[config.mk]
export PLATFORM = sky130hd
export DESIGN_NAME = col_detect
export DESIGN_NICKNAME = d
export VERILOG_FILES = /design/src/rtl/col_pkg.sv /design/src/rtl/col_hit_matrix.sv /design/src/rtl/col_reg_bank.sv /design/src/rtl/col_read_mux.sv /design/src/rtl/col_detect.sv
export SDC_FILE = /design/constraint.sdc
export NUM_CORES = 1
export LEC_CHECK = 0
export BUFFER_PORTS_ARGS = -buffer_cell sky130_fd_sc_hd__buf_2
export CORE_ASPECT_RATIO = 0.5
export CORE_MARGIN = 2
export CORE_UTILIZATION = 60
export DETAILED_ROUTE_END_ITERATION = 10
export PLACE_DENSITY = 0.82
export SYNTH_ARGS = -nofsm -noshare
export SYNTH_HDL_FRONTEND = slang
export SYNTH_SLANG_ARGS = --single-unit
export TNS_END_PERCENT = 20
[constraint.sdc]
create_clock -name clk -period 2.7 [get_ports clk]
set_clock_uncertainty 0.15 [all_clocks]
set_input_delay 0.675 -clock clk [delete_from_list [all_inputs] [get_ports clk]]
set_output_delay 0.675 -clock clk [all_outputs]
set_load 0.02 [all_outputs]
[src/rtl/col_pkg.sv]
package col_pkg;

    typedef enum logic {
        MODE_VECTOR = 1'b0,
        MODE_ANY    = 1'b1
    } col_mode_e;

    function automatic int sel_bits(input int n);
        int w;
        w = 1;
        while ((1 << w) < n) w++;
        return w;
    endfunction

    function automatic int reg_bits(input int n, input col_mode_e m);
        return (m == MODE_ANY) ? 1 : n;
    endfunction

endpackage

[src/rtl/col_hit_matrix.sv]
module col_hit_matrix
    import col_pkg::*;
#(
    parameter int        NUM_LAYERS = 16,
    parameter col_mode_e MODE       = MODE_VECTOR,
    localparam int       REG_W      = reg_bits(NUM_LAYERS, MODE)
) (
    input  logic                                pix_active,
    input  logic [NUM_LAYERS-1:0]               pix_opaque,
    output logic [NUM_LAYERS-1:0][REG_W-1:0]    hit
);

    for (genvar k = 0; k < NUM_LAYERS; k++) begin : g_layer
        if (MODE == MODE_VECTOR) begin : g_vec
            for (genvar n = 0; n < NUM_LAYERS; n++) begin : g_other
                if (n == k) begin : g_self
                    assign hit[k][n] = 1'b0;
                end else begin : g_pair
                    assign hit[k][n] = pix_active & pix_opaque[k] & pix_opaque[n];
                end
            end
        end else begin : g_any
            logic [NUM_LAYERS-1:0] others;
            always_comb begin
                others    = pix_opaque;
                others[k] = 1'b0;
            end
            assign hit[k][0] = pix_active & pix_opaque[k] & (|others);
        end
    end

endmodule

[src/rtl/col_reg_bank.sv]
module col_reg_bank #(
    parameter int NUM_LAYERS = 16,
    parameter int REG_W      = 16,
    parameter int SEL_W      = 4
) (
    input  logic                                clk,
    input  logic                                rst_n,
    input  logic [NUM_LAYERS-1:0][REG_W-1:0]    hit,
    input  logic                                clr_en,
    input  logic [SEL_W-1:0]                    clr_sel,
    output logic [NUM_LAYERS-1:0][REG_W-1:0]    bank
);

    typedef struct packed {
        logic [NUM_LAYERS-1:0][REG_W-1:0] bank;
    } state_t;

    state_t state_d, state_q;

    always_comb begin
        state_d = state_q;
        for (int k = 0; k < NUM_LAYERS; k++) begin
            if (clr_en && (clr_sel == SEL_W'(k))) begin
                state_d.bank[k] = '0;
            end
            state_d.bank[k] = state_d.bank[k] | hit[k];
        end
    end

    always_ff @(posedge clk) begin
        if (!rst_n) begin
            state_q <= '0;
        end else begin
            state_q <= state_d;
        end
    end

    assign bank = state_q.bank;

    for (genvar k = 0; k < NUM_LAYERS; k++) begin : g_chk
        AST_HIT_CAPTURED: assert property (@(posedge clk) disable iff (!rst_n)
            1'b1 |=> ((bank[k] & $past(hit[k])) == $past(hit[k])));
        AST_BITS_STICKY: assert property (@(posedge clk) disable iff (!rst_n)
            !(clr_en && clr_sel == SEL_W'(k)) |=> ((bank[k] & $past(bank[k])) == $past(bank[k])));
        AST_CLEAR_YIELDS_HIT: assert property (@(posedge clk) disable iff (!rst_n)
            (clr_en && clr_sel == SEL_W'(k)) |=> (bank[k] == $past(hit[k])));
    end

endmodule

[src/rtl/col_read_mux.sv]
module col_read_mux #(
    parameter int NUM_LAYERS = 16,
    parameter int REG_W      = 16,
    parameter int SEL_W      = 4
) (
    input  logic [NUM_LAYERS-1:0][REG_W-1:0]    bank,
    input  logic [SEL_W-1:0]                    rd_sel,
    output logic [REG_W-1:0]                    rd_data
);

    localparam int SLOTS = 1 << SEL_W;

    logic [SLOTS-1:0][REG_W-1:0] padded;

    for (genvar s = 0; s < SLOTS; s++) begin : g_slot
        if (s < NUM_LAYERS) begin : g_real
            assign padded[s] = bank[s];
        end else begin : g_pad
            assign padded[s] = '0;
        end
    end

    assign rd_data = padded[rd_sel];

endmodule

[src/rtl/col_detect.sv]
module col_detect
    import col_pkg::*;
#(
    parameter int        NUM_LAYERS = 16,
    parameter col_mode_e MODE       = MODE_VECTOR,
    localparam int       SEL_W      = sel_bits(NUM_LAYERS),
    localparam int       REG_W      = reg_bits(NUM_LAYERS, MODE)
) (
    input  logic                    clk,
    input  logic                    rst_n,
    input  logic                    pix_active,
    input  logic [NUM_LAYERS-1:0]   pix_opaque,
    input  logic                    clr_en,
    input  logic [SEL_W-1:0]        clr_sel,
    input  logic [SEL_W-1:0]        rd_sel,
    output logic [REG_W-1:0]        rd_data
);

    logic [NUM_LAYERS-1:0][REG_W-1:0] hit;
    logic [NUM_LAYERS-1:0][REG_W-1:0] bank;

    col_hit_matrix #(
        .NUM_LAYERS (NUM_LAYERS),
        .MODE       (MODE)
    ) u_hits (
        .pix_active (pix_active),
        .pix_opaque (pix_opaque),
        .hit        (hit)
    );

    col_reg_bank #(
        .NUM_LAYERS (NUM_LAYERS),
        .REG_W      (REG_W),
        .SEL_W      (SEL_W)
    ) u_bank (
        .clk     (clk),
        .rst_n   (rst_n),
        .hit     (hit),
        .clr_en  (clr_en),
        .clr_sel (clr_sel),
        .bank    (bank)
    );

    col_read_mux #(
        .NUM_LAYERS (NUM_LAYERS),
        .REG_W      (REG_W),
        .SEL_W      (SEL_W)
    ) u_read (
        .bank    (bank),
        .rd_sel  (rd_sel),
        .rd_data (rd_data)
    );

    AST_BLANK_ADDS_NOTHING: assert property (@(posedge clk) disable iff (!rst_n)
        !pix_active |=> ((bank & ~$past(bank)) == '0));

    AST_SINGLE_LAYER_QUIET: assert property (@(posedge clk) disable iff (!rst_n)
        $onehot0(pix_opaque) |=> ((bank & ~$past(bank)) == '0));

    if (MODE == MODE_VECTOR) begin : g_self_chk
        for (genvar k = 0; k < NUM_LAYERS; k++) begin : g_k
            AST_NO_SELF_HIT: assert property (@(posedge clk) disable iff (!rst_n)
                bank[k][k] == 1'b0);
        end
    end

endmodule

* Word-level counts from Yosys, hierarchy flattened
Index checks and enable logic that the tools add are counted.
Storage, ports and cells: bits in registers 256, latch bits 0, memory bits (writable) 0, ROM bits 0, logic and storage cells 339, memories 0
Cells by class: $add $sub $neg 0, $mul 0, div/mod/pow operators 0, $lt $le $gt $ge 1, equal/unequal tests 15, shift-type cells 0, mux-type cells 18, bitwise operators 272, reductions and logical operators 17
Operator list (number):
- $mux W16 | 17
- $and A1 B1 Y1 | 256
- $or A16 B16 Y16 | 15
- $bmux W16 S4 | 1
- $eq A4 B4 Y1 const B | 8
- $eq A4 B3 Y1 const B | 4
- $logic_and A1 B1 Y1 | 16
- $or A16 B15 Y16 | 1
- $eq A4 B2 Y1 const B | 2
- $lt A4 B5 Y1 const B | 1
- $eq A4 B1 Y1 const B | 1
- $logic_not A4 Y1 | 1

* Longest topological paths before layout
depth in word-level cells 4, gate-level depth with buffers 8, mapped depth without buffers 4

* By module
Synthesis repeated with hierarchy kept, for this count alone.
Second synthesis, totals: cell total of the unflattened synthesis 1590, area total of the unflattened synthesis 13599.3 um^2
Modules (own cells, without submodules):
- col_reg_bank | instances 1, cells an instance 1122, area each 9596.7 um^2, seq. area each 5124.9 um^2
- col_hit_matrix | instances 1, cells an instance 331, area each 2069.5 um^2, seq. area each 0.0 um^2
- col_read_mux | instances 1, cells an instance 137, area each 1933.1 um^2, seq. area each 0.0 um^2

* Worst setup path after synthesis
OpenSTA, ideal clock, no wires.
path type input -> output, from input port rd_sel[1], to output port rd_data[4], arrival time 1.957 ns, data required time 1.875 ns, slack -0.082 ns, cell stages on the path 7, buffers on the path 4, cells stage by stage buf_6 buf_12 buf_6 buf_2 nor2_1 a21oi_1 a211oi_1
On the way: word-level cells in the longest chain between the ends 2
RTL lines:
- from (decl) | RTL line col_detect.sv:15 | input logic [SEL_W-1:0] rd_sel,
- $bmux W16 S4 | RTL line col_read_mux.sv:23 | assign rd_data = padded[rd_sel];
- $mux W16 (not written as such) | RTL line col_read_mux.sv:23
- to (decl) | RTL line col_detect.sv:16 | output logic [REG_W-1:0] rd_data
Every way passes these cells. The select of a mux whose other input is x is not followed.

* Final worst setup path
from input port rd_sel[1], to output port rd_data[0]
The elaborated chain is that of the path after synthesis.

==> summary.txt <==
Outcome
  – Status: complete, but fails checks
  – Failing checks: negative setup slack

Timing
  – RSZ-0062 raised after global routing: yes
  – Rel. slew slack: 52.8%
  – Fin. Hold Viols: 0
  – Fin Setup TNS: -2120 ps
  – Hold_ws: 314 ps
  – Final setup viols: 16
  – Pins Over Slew Limit: 0
  – Fin crit period: roughly 2900 ps
  – Fin crit share: 108%
  – Worst setup margin: -208 ps
  – FMAX: 344 MHz
  – Worst Max-Slew Pin Slew: 708 ps

Placement
  – DP HPWL: 22.9 mm
  – PortBufs: between 40 and 50
  – Placer Congestion: 0.970
  – Placed cell area: 11400 sq um
  – Cell count after placement: 1421

Worst setup path
  – Slowest stage delay, CP: 360 ps
  – Critical path, cell by cell: buf_16 -> buf_12 -> buf_8 -> mux2i_2 -> a22oi_2 -> a21oi_2 -> a21oi_2 -> buf_4
  – CP required: between 1500 and 2000 ps
  – R2R Setup Slk: 1720 ps
  – CP arrival: 2080 ps
  – Origin of the critical flop-to-flop path: u_bank.bank[100]
  – Worst Setup End Kind: output pin
  – Worst setup path class: in -> out
  – Worst reg2reg path depth: 2
  – Worst path most repeated cell: a21oi_2
  – Startpoint class of the critical path: primary input
  – Worst r2r dst: u_bank.bank[100]
  – Max FO, Critical Path: 10
  – Slowest stage cell, crit path: mux2i_2

Power
  – Power Density: 628 nW/um^2
  – Worst vdd ir: a little under 0.5 mV
  – Total power: 7.83 mW
  – Leakage: between 4 and 5 nW

Route
  – Initial DRC count: about 1.2k
  – Detailed Route WL: 35.1 mm
  – Via count: 9383
  – Wirelength per Cell: approximately 24 microns
  – Remaining DRCs: 0
  – Vias per cell: 6.39
  – First-pass detailed-route iteration total: 7
  – Routed Antenna Nets: 0

Synthesis
  – Mux cell area share after synthesis: 12.8%
  – Synth top area share: 45.5%
  – Number of synthesized register bits: 240
  – Post-Syn Area: roughly 11000 sq um
  – Post-Syn Nets: approximately 1.2k
  – Area leader, netlist: dfxtp_1
  – Synth Area per Inst: between 9 and 10 sq um
  – Yosys cell types: 39
  – Post-Synth XOR/XNOR Area: 0%
  – Seq/Total Area, Yosys: 45.5%
  – Synth Area in Simple Gates: between 10% and 20%
  – Compound-cell area share of the yosys netlist: 21.0%
  – Post-Syn Instances: about 1.1k
  – Most area-consuming cells after synthesis: dfxtp_1 (46%), a21boi_0 (17%), nand2_1 (13%)
  – Largest family of logic cells by synthesized area: compound AO/OA/AOI/OAI gates
  – Yosys warns: 0
  – Adder-cell area share of the yosys netlist: 0%

Min path
  – Worst hold start: u_bank.bank[236]
  – Worst Hold Class: reg -> reg
  – Hold EP: u_bank.bank[236]
  – Hold path cells: 2

Floorplanning
  – Initial core utilization: 60.9%
  – Core box area: between 15000 and 20000 sq um
  – Die boundary height: approximately 98 microns
  – Die width: 192 microns
  – Row count: 34
  – Die area: 18700 sq um
  – # IOs: 44

Finish
  – Non-filler cells, final: 1468
  – Most frequent cells in the layout: nand2_1 (370), a21boi_0 (240), dfxtp_1 (240)
  – Largest register FFs: 240
  – Leading cell type in the layout, fill and taps excluded: nand2_1
  – Final instance area: 12500 sq um
  – Layout cells sized above 1: 20.4%
  – Synth-to-layout area growth: 18.2%
  – # nets final: approximately 1.2k
  – Layout fillers: 1147

Global route
  – GRT overflow: 0
  – First-pass GRT wire length: 53.5 mm
  – Vias in the first global route: 9150
  – GR Util All Layers: a little under two fifths
  – Pin count of the biggest net entering global routing: 81
  – Initial antenna violation count: 1

Clock network
  – Skew-Pair Late Insertion Delay: 500 ps
  – Max Buffers Root-to-Sink: 3
  – Root Buffer: clkbuf_16
  – TritonCTS Buffers: 21
  – Clock transition at the registers of the reported paths: 70 ps
  – H-Tree Depth: 1
  – CTS tree: built
  – Clock Sink Count: 240

Run
  – Max Cap Viol: 0
[kinds of logic after synthesis]
family                 count (synthesis)
buffers and inverters                 88
multiplexers                          85
AO/OA/AOI/OAI                        297
AND/OR/NAND/NOR                      432
flip-flops                           240
[critical path: cells and delay by family]
kind,cells,cell delay [ps]
AOI/OAI and AO/OA,3,420
buffers and inverters,4,610
muxes,1,360
[area by class of cell]
class | instances | area [sq um] | share of cell area [%]
antenna | 1 | 2.50 | 0.0201
multi-input combinational | 814 | 5410 | 43.4
clock inverter | 7 | 40.0 | 0.321
clock buffer | 30 | 609 | 4.89
timing repair buffer | 142 | 1310 | 10.5
sequential | 240 | 4800 | 38.5
tap | 234 | 293 | 2.35
[power breakdown]
part | switching (mW) | internal [mW] | total (mW)
Combinational | 0.571 | 0.465 | 1.04
Sequential | 0.129 | 3.73 | 3.86
Clock | 1.36 | 1.57 | 2.93
[how the worst max path moves through the flow]
stage                         start    endpoint  slack, ps  cells after the start
after floorplan           rd_sel[1]  rd_data[9]        -40                      8
after global placement    rd_sel[0]  rd_data[7]       -340                      7
after detailed placement  rd_sel[0]  rd_data[3]       -340                      7
after CTS                 rd_sel[0]  rd_data[7]       -150                      7
after global routing      rd_sel[0]  rd_data[7]       -210                      7
final                     rd_sel[1]  rd_data[0]       -210                      8
[cell usage after synthesis (all sizes together)]
library cell and n:
nand2 370, clkbuf 61, a31oi 2, a2bb2oi 1, dfxtp 240, and3 2
a21oi 15, buf 27, and2 12, mux2 8, a221oi 1, o22ai 1
nor3b 1, nor2 10, a22oi 13, o221a 4, mux2i 42, nand3 18
a31o 2, o211ai 4, a211oi 3, a21boi 240, nand3b 2, a22o 5
o31ai 1, and3b 2, nor2b 10, or3b 1, nand2b 4, a221o 2
o21ai 3, mux4 35
[through the flow]
stage	setup slack, ps	util (%)
floorplan	-41.3	-
global placement	-342	65.8
detailed placement	-343	65.8
CTS	-152	71.5
global route	-206	72.0
finish	-208	72.0
[timing repair]
| item | 4_1_cts | 5_1_grt |
|---|---|---|
| cloned | 4 | 0 |
| pin swaps | 15 | 8 |
| setup buffers | 4 | 1 |
| hold buffers | 0 | 0 |
| setup endpoints to repair | 16 | 16 |
| resized for setup | 71 | 20 |
[routing by layer]
layer | GRT usage (%) | routed length (microns) | share of wire (%)
met4 | 15.4 | 1370 | 3.9
met5 | 0 | 0 | 0
met3 | 15.1 | 5890 | 17
met1 | 53.7 | 13700 | 39
met2 | 52.8 | 14200 | 40
(Power assumes the default switching activity.)
